===== src/rtl/gpio_mask_pkg.sv =====
package gpio_mask_pkg;

    typedef enum logic [0:0] {
        ST_IDLE = 1'b0,
        ST_RESP = 1'b1
    } bus_state_t;

endpackage


===== src/rtl/gpio_sync.sv =====
module gpio_sync #(
    parameter int WIDTH = 8
) (
    input  logic             clk,
    input  logic             rst_n,
    input  logic [WIDTH-1:0] din,
    output logic [WIDTH-1:0] dout
);

    logic [WIDTH-1:0] s1_q;
    logic [WIDTH-1:0] s2_q;

    always_ff @(posedge clk or negedge rst_n) begin
        if (!rst_n) begin
            s1_q <= '0;
            s2_q <= '0;
        end else begin
            s1_q <= din;
            s2_q <= s1_q;
        end
    end

    assign dout = s2_q;

    // two-stage chain, each stage one cycle behind the previous one
    assert_sync_stage1_R6: assert property (@(posedge clk) disable iff (!rst_n)
        rst_n |=> (s1_q == $past(din)));
    assert_sync_stage2_R6: assert property (@(posedge clk) disable iff (!rst_n)
        rst_n |=> (s2_q == $past(s1_q)));

endmodule


===== src/rtl/gpio_bus_fsm.sv =====
module gpio_bus_fsm
    import gpio_mask_pkg::*;
#(
    parameter int NPINS  = 8,
    parameter int ADDR_W = 12,
    parameter int DATA_W = 32
) (
    input  logic              clk,
    input  logic              rst_n,
    input  logic              bus_req,
    input  logic              bus_we,
    input  logic [ADDR_W-1:0] bus_addr,
    input  logic [DATA_W-1:0] bus_wdata,
    input  logic [NPINS-1:0]  data_q,
    input  logic [NPINS-1:0]  dir_q,
    output logic              wr_data_en,
    output logic              wr_dir_en,
    output logic [NPINS-1:0]  wmask,
    output logic [NPINS-1:0]  wbits,
    output logic [DATA_W-1:0] bus_rdata,
    output logic              bus_rvalid
);

    localparam int MASK_LSB = 2;
    localparam int WIN_MSB  = NPINS + MASK_LSB;
    localparam int WORD_W   = ADDR_W - MASK_LSB;
    localparam logic [WORD_W-1:0] DIR_WORD = WORD_W'(1) << NPINS;
    localparam int PAD_W    = DATA_W - NPINS;

    bus_state_t state_q, state_d;
    logic              in_win;
    logic              at_dir;
    logic              rd_req;
    logic [NPINS-1:0]  amask;
    logic [NPINS-1:0]  rd_bits;
    logic [DATA_W-1:0] rdata_q;

    assign in_win = (bus_addr[ADDR_W-1:WIN_MSB] == '0);
    assign at_dir = (bus_addr[ADDR_W-1:MASK_LSB] == DIR_WORD);
    assign amask  = bus_addr[WIN_MSB-1:MASK_LSB];
    assign rd_req = bus_req && !bus_we;

    assign wr_data_en = bus_req && bus_we && in_win;
    assign wr_dir_en  = bus_req && bus_we && at_dir;
    assign wmask      = amask;
    assign wbits      = bus_wdata[NPINS-1:0];

    always_comb begin
        if (in_win)      rd_bits = data_q & amask;
        else if (at_dir) rd_bits = dir_q;
        else             rd_bits = '0;
    end

    always_comb begin
        state_d = state_q;
        unique case (state_q)
            ST_IDLE: if (rd_req) state_d = ST_RESP;
            ST_RESP: if (!rd_req) state_d = ST_IDLE;
            default: state_d = ST_IDLE;
        endcase
    end

    always_ff @(posedge clk or negedge rst_n) begin
        if (!rst_n) state_q <= ST_IDLE;
        else        state_q <= state_d;
    end

    always_ff @(posedge clk or negedge rst_n) begin
        if (!rst_n)      rdata_q <= '0;
        else if (rd_req) rdata_q <= {{PAD_W{1'b0}}, rd_bits};
    end

    always_comb begin
        bus_rvalid = 1'b0;
        bus_rdata  = '0;
        unique case (state_q)
            ST_IDLE: ;
            ST_RESP: begin
                bus_rvalid = 1'b1;
                bus_rdata  = rdata_q;
            end
            default: ;
        endcase
    end

    // a response follows every read request, and only read requests
    assert_rd_resp_R7: assert property (@(posedge clk) disable iff (!rst_n)
        rd_req |=> bus_rvalid);
    assert_no_spurious_R7: assert property (@(posedge clk) disable iff (!rst_n)
        !rd_req |=> !bus_rvalid);
    // a window read never returns bits outside the address mask
    assert_rd_masked_R3: assert property (@(posedge clk) disable iff (!rst_n)
        (rd_req && in_win) |=> ((bus_rdata & ~{{PAD_W{1'b0}}, $past(amask)}) == '0));

endmodule


===== src/rtl/gpio_pin_regs.sv =====
module gpio_pin_regs #(
    parameter int NPINS = 8
) (
    input  logic             clk,
    input  logic             rst_n,
    input  logic             wr_data_en,
    input  logic             wr_dir_en,
    input  logic [NPINS-1:0] wmask,
    input  logic [NPINS-1:0] wbits,
    input  logic [NPINS-1:0] sync_in,
    output logic [NPINS-1:0] data_q,
    output logic [NPINS-1:0] dir_q
);

    logic [NPINS-1:0] data_d;
    logic [NPINS-1:0] wsel;

    assign wsel = wmask & dir_q;

    always_comb begin
        data_d = (data_q & dir_q) | (sync_in & ~dir_q);
        if (wr_data_en) data_d = (data_d & ~wsel) | (wbits & wsel);
    end

    always_ff @(posedge clk or negedge rst_n) begin
        if (!rst_n) begin
            data_q <= '0;
            dir_q  <= '0;
        end else begin
            data_q <= data_d;
            if (wr_dir_en) dir_q <= wbits;
        end
    end

    // a store leaves unselected output bits alone
    assert_wr_confined_R4: assert property (@(posedge clk) disable iff (!rst_n)
        wr_data_en |=> (((data_q ^ $past(data_q)) & $past(dir_q) & ~$past(wmask)) == '0));
    // without a store, output bits hold
    assert_out_hold_R4: assert property (@(posedge clk) disable iff (!rst_n)
        !wr_data_en |=> (((data_q ^ $past(data_q)) & $past(dir_q)) == '0));
    // input bits take the synchronized level
    assert_in_follow_R6: assert property (@(posedge clk) disable iff (!rst_n)
        rst_n |=> (((data_q ^ $past(sync_in)) & ~$past(dir_q)) == '0));
    // direction changes only on a direction store
    assert_dir_hold_R2: assert property (@(posedge clk) disable iff (!rst_n)
        !wr_dir_en |=> $stable(dir_q));

endmodule


===== src/rtl/gpio_mask_port.sv =====
module gpio_mask_port #(
    parameter int NPINS  = 8,
    parameter int ADDR_W = 12,
    parameter int DATA_W = 32
) (
    input  logic              clk,
    input  logic              rst_n,
    input  logic              bus_req,
    input  logic              bus_we,
    input  logic [ADDR_W-1:0] bus_addr,
    input  logic [DATA_W-1:0] bus_wdata,
    output logic [DATA_W-1:0] bus_rdata,
    output logic              bus_rvalid,
    input  logic [NPINS-1:0]  pin_in,
    output logic [NPINS-1:0]  pin_out
);

    logic [NPINS-1:0] sync_in;
    logic [NPINS-1:0] data_q;
    logic [NPINS-1:0] dir_q;
    logic             wr_data_en;
    logic             wr_dir_en;
    logic [NPINS-1:0] wmask;
    logic [NPINS-1:0] wbits;

    gpio_sync #(.WIDTH(NPINS)) sync_i (
        .clk  (clk),
        .rst_n(rst_n),
        .din  (pin_in),
        .dout (sync_in)
    );

    gpio_bus_fsm #(.NPINS(NPINS), .ADDR_W(ADDR_W), .DATA_W(DATA_W)) bus_i (
        .clk       (clk),
        .rst_n     (rst_n),
        .bus_req   (bus_req),
        .bus_we    (bus_we),
        .bus_addr  (bus_addr),
        .bus_wdata (bus_wdata),
        .data_q    (data_q),
        .dir_q     (dir_q),
        .wr_data_en(wr_data_en),
        .wr_dir_en (wr_dir_en),
        .wmask     (wmask),
        .wbits     (wbits),
        .bus_rdata (bus_rdata),
        .bus_rvalid(bus_rvalid)
    );

    gpio_pin_regs #(.NPINS(NPINS)) regs_i (
        .clk       (clk),
        .rst_n     (rst_n),
        .wr_data_en(wr_data_en),
        .wr_dir_en (wr_dir_en),
        .wmask     (wmask),
        .wbits     (wbits),
        .sync_in   (sync_in),
        .data_q    (data_q),
        .dir_q     (dir_q)
    );

    for (genvar i = 0; i < NPINS; i++) begin : g_pin
        assign pin_out[i] = dir_q[i] ? data_q[i] : 1'b1;
    end

    // an input pin always floats high
    assert_float_high_R5: assert property (@(posedge clk) disable iff (!rst_n)
        $fell(pin_out[0]) |-> dir_q[0]);
    // the first cycle out of reset sees an all-ones drive
    assert_reset_drive_R1: assert property (@(posedge clk) disable iff (!rst_n)
        !$past(rst_n) |-> (pin_out == '1));

endmodule


===== config.mk =====
export PLATFORM = sky130hd
export DESIGN_NAME = gpio_mask_port
export DESIGN_NICKNAME = d
export VERILOG_FILES = /design/src/rtl/gpio_mask_pkg.sv /design/src/rtl/gpio_sync.sv /design/src/rtl/gpio_bus_fsm.sv /design/src/rtl/gpio_pin_regs.sv /design/src/rtl/gpio_mask_port.sv
export SDC_FILE = /design/constraint.sdc
export NUM_CORES = 1
export LEC_CHECK = 0
export ABC_CLOCK_PERIOD_IN_PS = 2100
export BUFFER_PORTS_ARGS = -buffer_cell sky130_fd_sc_hd__buf_2
export CAP_MARGIN = 30
export CORE_MARGIN = 1.5
export CORE_UTILIZATION = 48
export DETAILED_ROUTE_END_ITERATION = 8
export PLACE_DENSITY = 0.95
export SYNTH_ARGS = -nofsm -noshare
export SYNTH_HDL_FRONTEND = slang
export SYNTH_SLANG_ARGS = --single-unit
export TNS_END_PERCENT = 10

===== constraint.sdc =====
create_clock -name clk -period 2.1 [get_ports clk]
set_input_delay 0.21 -clock clk [delete_from_list [all_inputs] [get_ports clk]]
set_output_delay 0.21 -clock clk [all_outputs]
set_load 0.01 [all_outputs]

* Word-level counts from Yosys, hierarchy flattened *
Index checks and enable logic that the tools add are counted.

storage, ports and cells
  latch bits = 0
  output and inout port bits = 41
  register bits after elaboration = 41
  ROM bits = 0
  memories = 0
  memory bits (writable) = 0
  word-level logic and storage cells = 37
  bits of input ports = 56

operators by class
  equal/unequal tests = 1
  reduce and logical (&&, ||, !) cells = 6
  $lt $le $gt $ge = 0
  bitwise logic cells = 10
  multipliers = 0
  add/subtract/negate cells = 0
  shifts and indexed selects = 0
  div/mod/pow operators = 0
  muxes and demuxes = 14

operator list
  kind                                                               count
  8-bit bitwise AND                                                  6
  8-bit two-way mux                                                  4
  8-bit inverter                                                     2
  8-bit bitwise OR                                                   2
  10-bit by 9-bit == test with 1-bit output (second input constant)  1
  1-bit two-way mux                                                  10
  1-bit logical AND                                                  4
  2-bit zero test                                                    1
  1-bit zero test                                                    1

* Longest topological paths before layout *
  depth in word-level cells = 6
  gate-level depth with buffers = 5
  gate-level depth less buffers = 3

* By module *
From an unflattened synthesis, not the netlist that was laid out.

unflattened totals
  cells, all modules = 182
  area, all modules = 2079.5 um^2

modules (own cells, without submodules)
  module          cells each  area each (um^2)  times used  seq. area each (um^2)
  gpio_bus_fsm    99          910.9             1           225.2
  gpio_pin_regs   59          718.2             1           400.4
  gpio_sync       16          400.4             1           400.4
  gpio_mask_port  8           50.0              1           0.0

* Worst setup path after synthesis *
No wires, ideal clock.

  path kind = input-to-reg
  from = input port bus_addr[4]
  to = register regs_i.dir_q[0]
  data required time = 1.975 ns
  stages = 3
  slack = 0.782 ns
  library setup time = 0.125 ns
  arrival = 1.194 ns
  path buffers = 0
  path through = nor4_4 nand4b_4 mux2_2

on the way
  word-level cells in the longest chain between the ends = 2

RTL lines
  what                                       RTL line              source
  from (decl)                                gpio_mask_port.sv:10  input logic [ADDR_W-1:0] bus_addr,
  10-bit by 9-bit == test with 1-bit output  gpio_bus_fsm.sv:39    assign at_dir = (bus_addr[ADDR_W-1:MASK_LSB] == DIR_WORD);
  1-bit logical AND                          gpio_bus_fsm.sv:44    assign wr_dir_en = bus_req && bus_we && at_dir;
  to (signal assigned)                       gpio_pin_regs.sv:31   if (wr_dir_en) dir_q <= wbits;
  to (decl)                                  gpio_pin_regs.sv:12   output logic [NPINS-1:0] dir_q

Every way passes these cells.
A chain may end at the register's enable or synchronous reset.

* Worst setup path after layout *
  from = register bus_i.state_q
  to = output port bus_rdata[2]

on the way
  word-level cells in the longest chain between the ends = 1

RTL lines
  what                    RTL line              source
  from (decl)             gpio_bus_fsm.sv:30    bus_state_t state_q, state_d;
  from (signal assigned)  gpio_bus_fsm.sv:65    else state_q <= state_d;
  8-bit two-way mux       gpio_bus_fsm.sv:76    unique case (state_q)
  to (decl)               gpio_mask_port.sv:12  output logic [DATA_W-1:0] bus_rdata,

Every way passes these cells.

==> reports/results.txt <==
outcome: finished clean
vias in the first global route: 1191
CTS Hold Buffers Added: 0
Relative slew margins: 39.7%
largest net degree at the start of global routing: 42
Yosys reg bits: 41
DP Cell Count: 269
Synth top cells by count: dfrtp_1, buf_4, nor2_1
hold path start: pin_in[6]
switching share of total power: 24.8%
final WL: 3570 um
Comb pwr share: 11.0%
crit path kind: reg -> out
Final Cell Area: 0.00218 mm2
fin crit share: 61.3%
port buffer count: 46
P_int: 1.13 mW
I/O pins: 97
Crit Path Max Fanout: 9
Post-synth EDFFs: 0
R2R depth: 1
clock root cell: clkbuf_8
critical path endpoint category: primary output
Area contributors post-synth: dfrtp_1, buf_4, a31oi_1
Worst Slack Setup Final: 0.812 ns
pwr/cell area: 690 mW/mm2
worst slew pin tran: 0.905 ns
ys flop type: dfrtp_1
H-tree depth: 2
count of final setup violators: 0
number of antenna violations at the first check in global routing: 0
pins over their slew limit: 0
clock power share: 32.1%
worst hold path class: in -> reg
maxcap violations: 0
initial DRC count: 40
reg-to-reg slack, setup: 1.28 ns
post-CTS resize count: 0
Cells on Worst Hold Path: 1
Yosys top cell area share: 54.5%
syn avg cell area: 10.8 um2
GR Util All Layers: 17.7%
row cnt: 22
Synth Instances: 175
Clock Skew: 0.00360 ns
Die X: 65.6 um
Fmax: 776 MHz
Avg WL per Cell: 12.9 um
Nets: 284
ant diodes: 0
worst path arrival time: 1.08 ns
final core occ: 58.7%
setup bufs post-CTS: 0
core area: 0.00372 mm2
Req. time, crit path: 1.89 ns
Top delay family on crit path: flip-flops
vias per cell: 4.89
synth warn: 0
drt first pass iters: 4
fill count: 344
post-route setup TNS: 0 ns
area leader, netlist: dfrtp_1
Tmin final: 1.29 ns
CP Cell Sequence: and2_1, buf_2
clock latency on the worst-skew pair: 0.29 ns
Post-synth ARST share: 100%
fin cells: 277
CP startpoint kind: flip-flop
via count: 1354
sequential-to-total area share from yosys stat: 54.5%
Post-Syn Area: 0.00188 mm2
Min-Delay Endpoint: sync_i.s1_q[6]$_DFF_PN0_
clock sink count: 41
Reg2Reg Capture Point: regs_i.dir_q[5]$_DFFE_PN0P_
Worst Hold Slack: 0.0193 ns
Max VDD drop: 0.443 mV
area grow syn2layout: 15.9%
placer congestion estimate: 0.745
RSZ-0062 raised after global routing: no
total power: 1.51 mW
dpl ws: 0.676 ns
Clock Path Buffers: 2
Routed Antenna Nets: 0
drc violations: 0
gr ovfl total: 0
Worst-path clk slew: 0.07 ns
Die H: 65.6 um
CTS tree: yes
synth unique cells: 20
Detail Placement HPWL: 2600 um
slowest stage delay, CP: 0.47 ns
fraction of layout cells with a size suffix above 1: 29.3%
Placement Cell Area: 0.00210 mm2
worst path bufs/invs: 1
total CTS buffers: 5
Die ar.: 0.00431 mm2
endpoints failing hold: 0
switching pwr: 373 uW
P_leak: 1.06 nW
count leader, synth: dfrtp_1
Starting Density: 50.7%
worst r2r src: regs_i.dir_q[5]$_DFFE_PN0P_
first-pass GRT wire length: 5550 um
Reg power frac: 56.8%
Max stage delay cell, worst path: dfrtp_1
==> metal layers <==
| metal | vias up | wire length [um] | track usage, % |
|---|---|---|---|
| li1 | 664 | - | - |
| met1 | 634 | 1540 | 23.1 |
| met2 | 49 | 1730 | 27.1 |
| met3 | 7 | 224 | 4.28 |
| met4 | 0 | 77 | 9.38 |
| met5 | - | 0 | 0 |
==> cell type report <==
cell class	instances	area [um2]	share of cell area (%)
sequential	41	1030	47.0
multi-input combinational	121	718	32.9
timing repair buffer	51	268	12.3
clock buffer	8	80.1	3.67
tap	48	60.1	2.75
inverter	8	30.0	1.38
==> sequential cells by signal, summed over array words and instances, names as in the netlist <==
| signal | count |
|---|---|
| bus_i.rdata_q | 8 |
| regs_i.data_q | 8 |
| sync_i.s1_q | 8 |
| bus_i.state_q | 1 |
| sync_i.dout | 8 |
| regs_i.dir_q | 8 |
==> worst max-delay path by stage <==
stage                            start                     endpoint  slack [ns]  cells after the start
6_report       bus_i.state_q$_DFF_PN0_                 bus_rdata[2]        0.81                      2
5_1_grt        bus_i.state_q$_DFF_PN0_                 bus_rdata[2]        0.76                      2
4_1_cts        bus_i.state_q$_DFF_PN0_                 bus_rdata[2]        0.79                      2
3_5_place_dp               bus_addr[4]  regs_i.dir_q[5]$_DFFE_PN0P_        0.68                      4
3_3_place_gp               bus_addr[4]  regs_i.dir_q[4]$_DFFE_PN0P_        0.70                      4
2_1_floorplan              bus_addr[4]  regs_i.dir_q[0]$_DFFE_PN0P_        0.78                      3
==> power by group through the flow <==
stage | Clock [mW] | Combinational, mW | Sequential, mW
floorplan | 0 | 0.119 | 0.864
global placement | 0 | 0.162 | 0.868
detailed placement | 0 | 0.167 | 0.871
CTS | 0.498 | 0.167 | 0.856
global route | 0.530 | 0.187 | 0.860
finish | 0.484 | 0.166 | 0.856
==> cell usage in the layout (no fill, tap or decap) <==
| cell | netlist | layout |
|---|---|---|
| buf_2 | 0 | 46 |
| dfrtp_1 | 41 | 41 |
| conb_1 | 1 | 24 |
| nor2_1 | 17 | 17 |
| nand3_1 | 16 | 16 |
| a31oi_1 | 16 | 16 |
| inv_1 | 8 | 8 |
| o21ai_0 | 8 | 8 |
| and2_1 | 8 | 8 |
| nand2b_1 | 8 | 8 |
| nand4_1 | 8 | 8 |
| mux2_2 | 8 | 8 |
| clkbuf_8 | 0 | 5 |
| buf_4 | 24 | 5 |
| clkbuf_1 | 3 | 3 |
| nor2b_1 | 2 | 2 |
| nor4_4 | 2 | 2 |
| nand4bb_1 | 1 | 1 |
| nor4bb_1 | 1 | 1 |
| nand2_1 | 1 | 1 |
| nand4b_4 | 1 | 1 |
==> logic make-up after synthesis <==
family                 share of synthesized area, %
muxes                                          4.78
DFF                                            54.5
AOI/OAI and AO/OA                              7.44
other                                         0.199
buffers and inverters                          12.0
and+or+nand+nor                                21.1
Note: power is estimated with default switching activity, not from simulation.
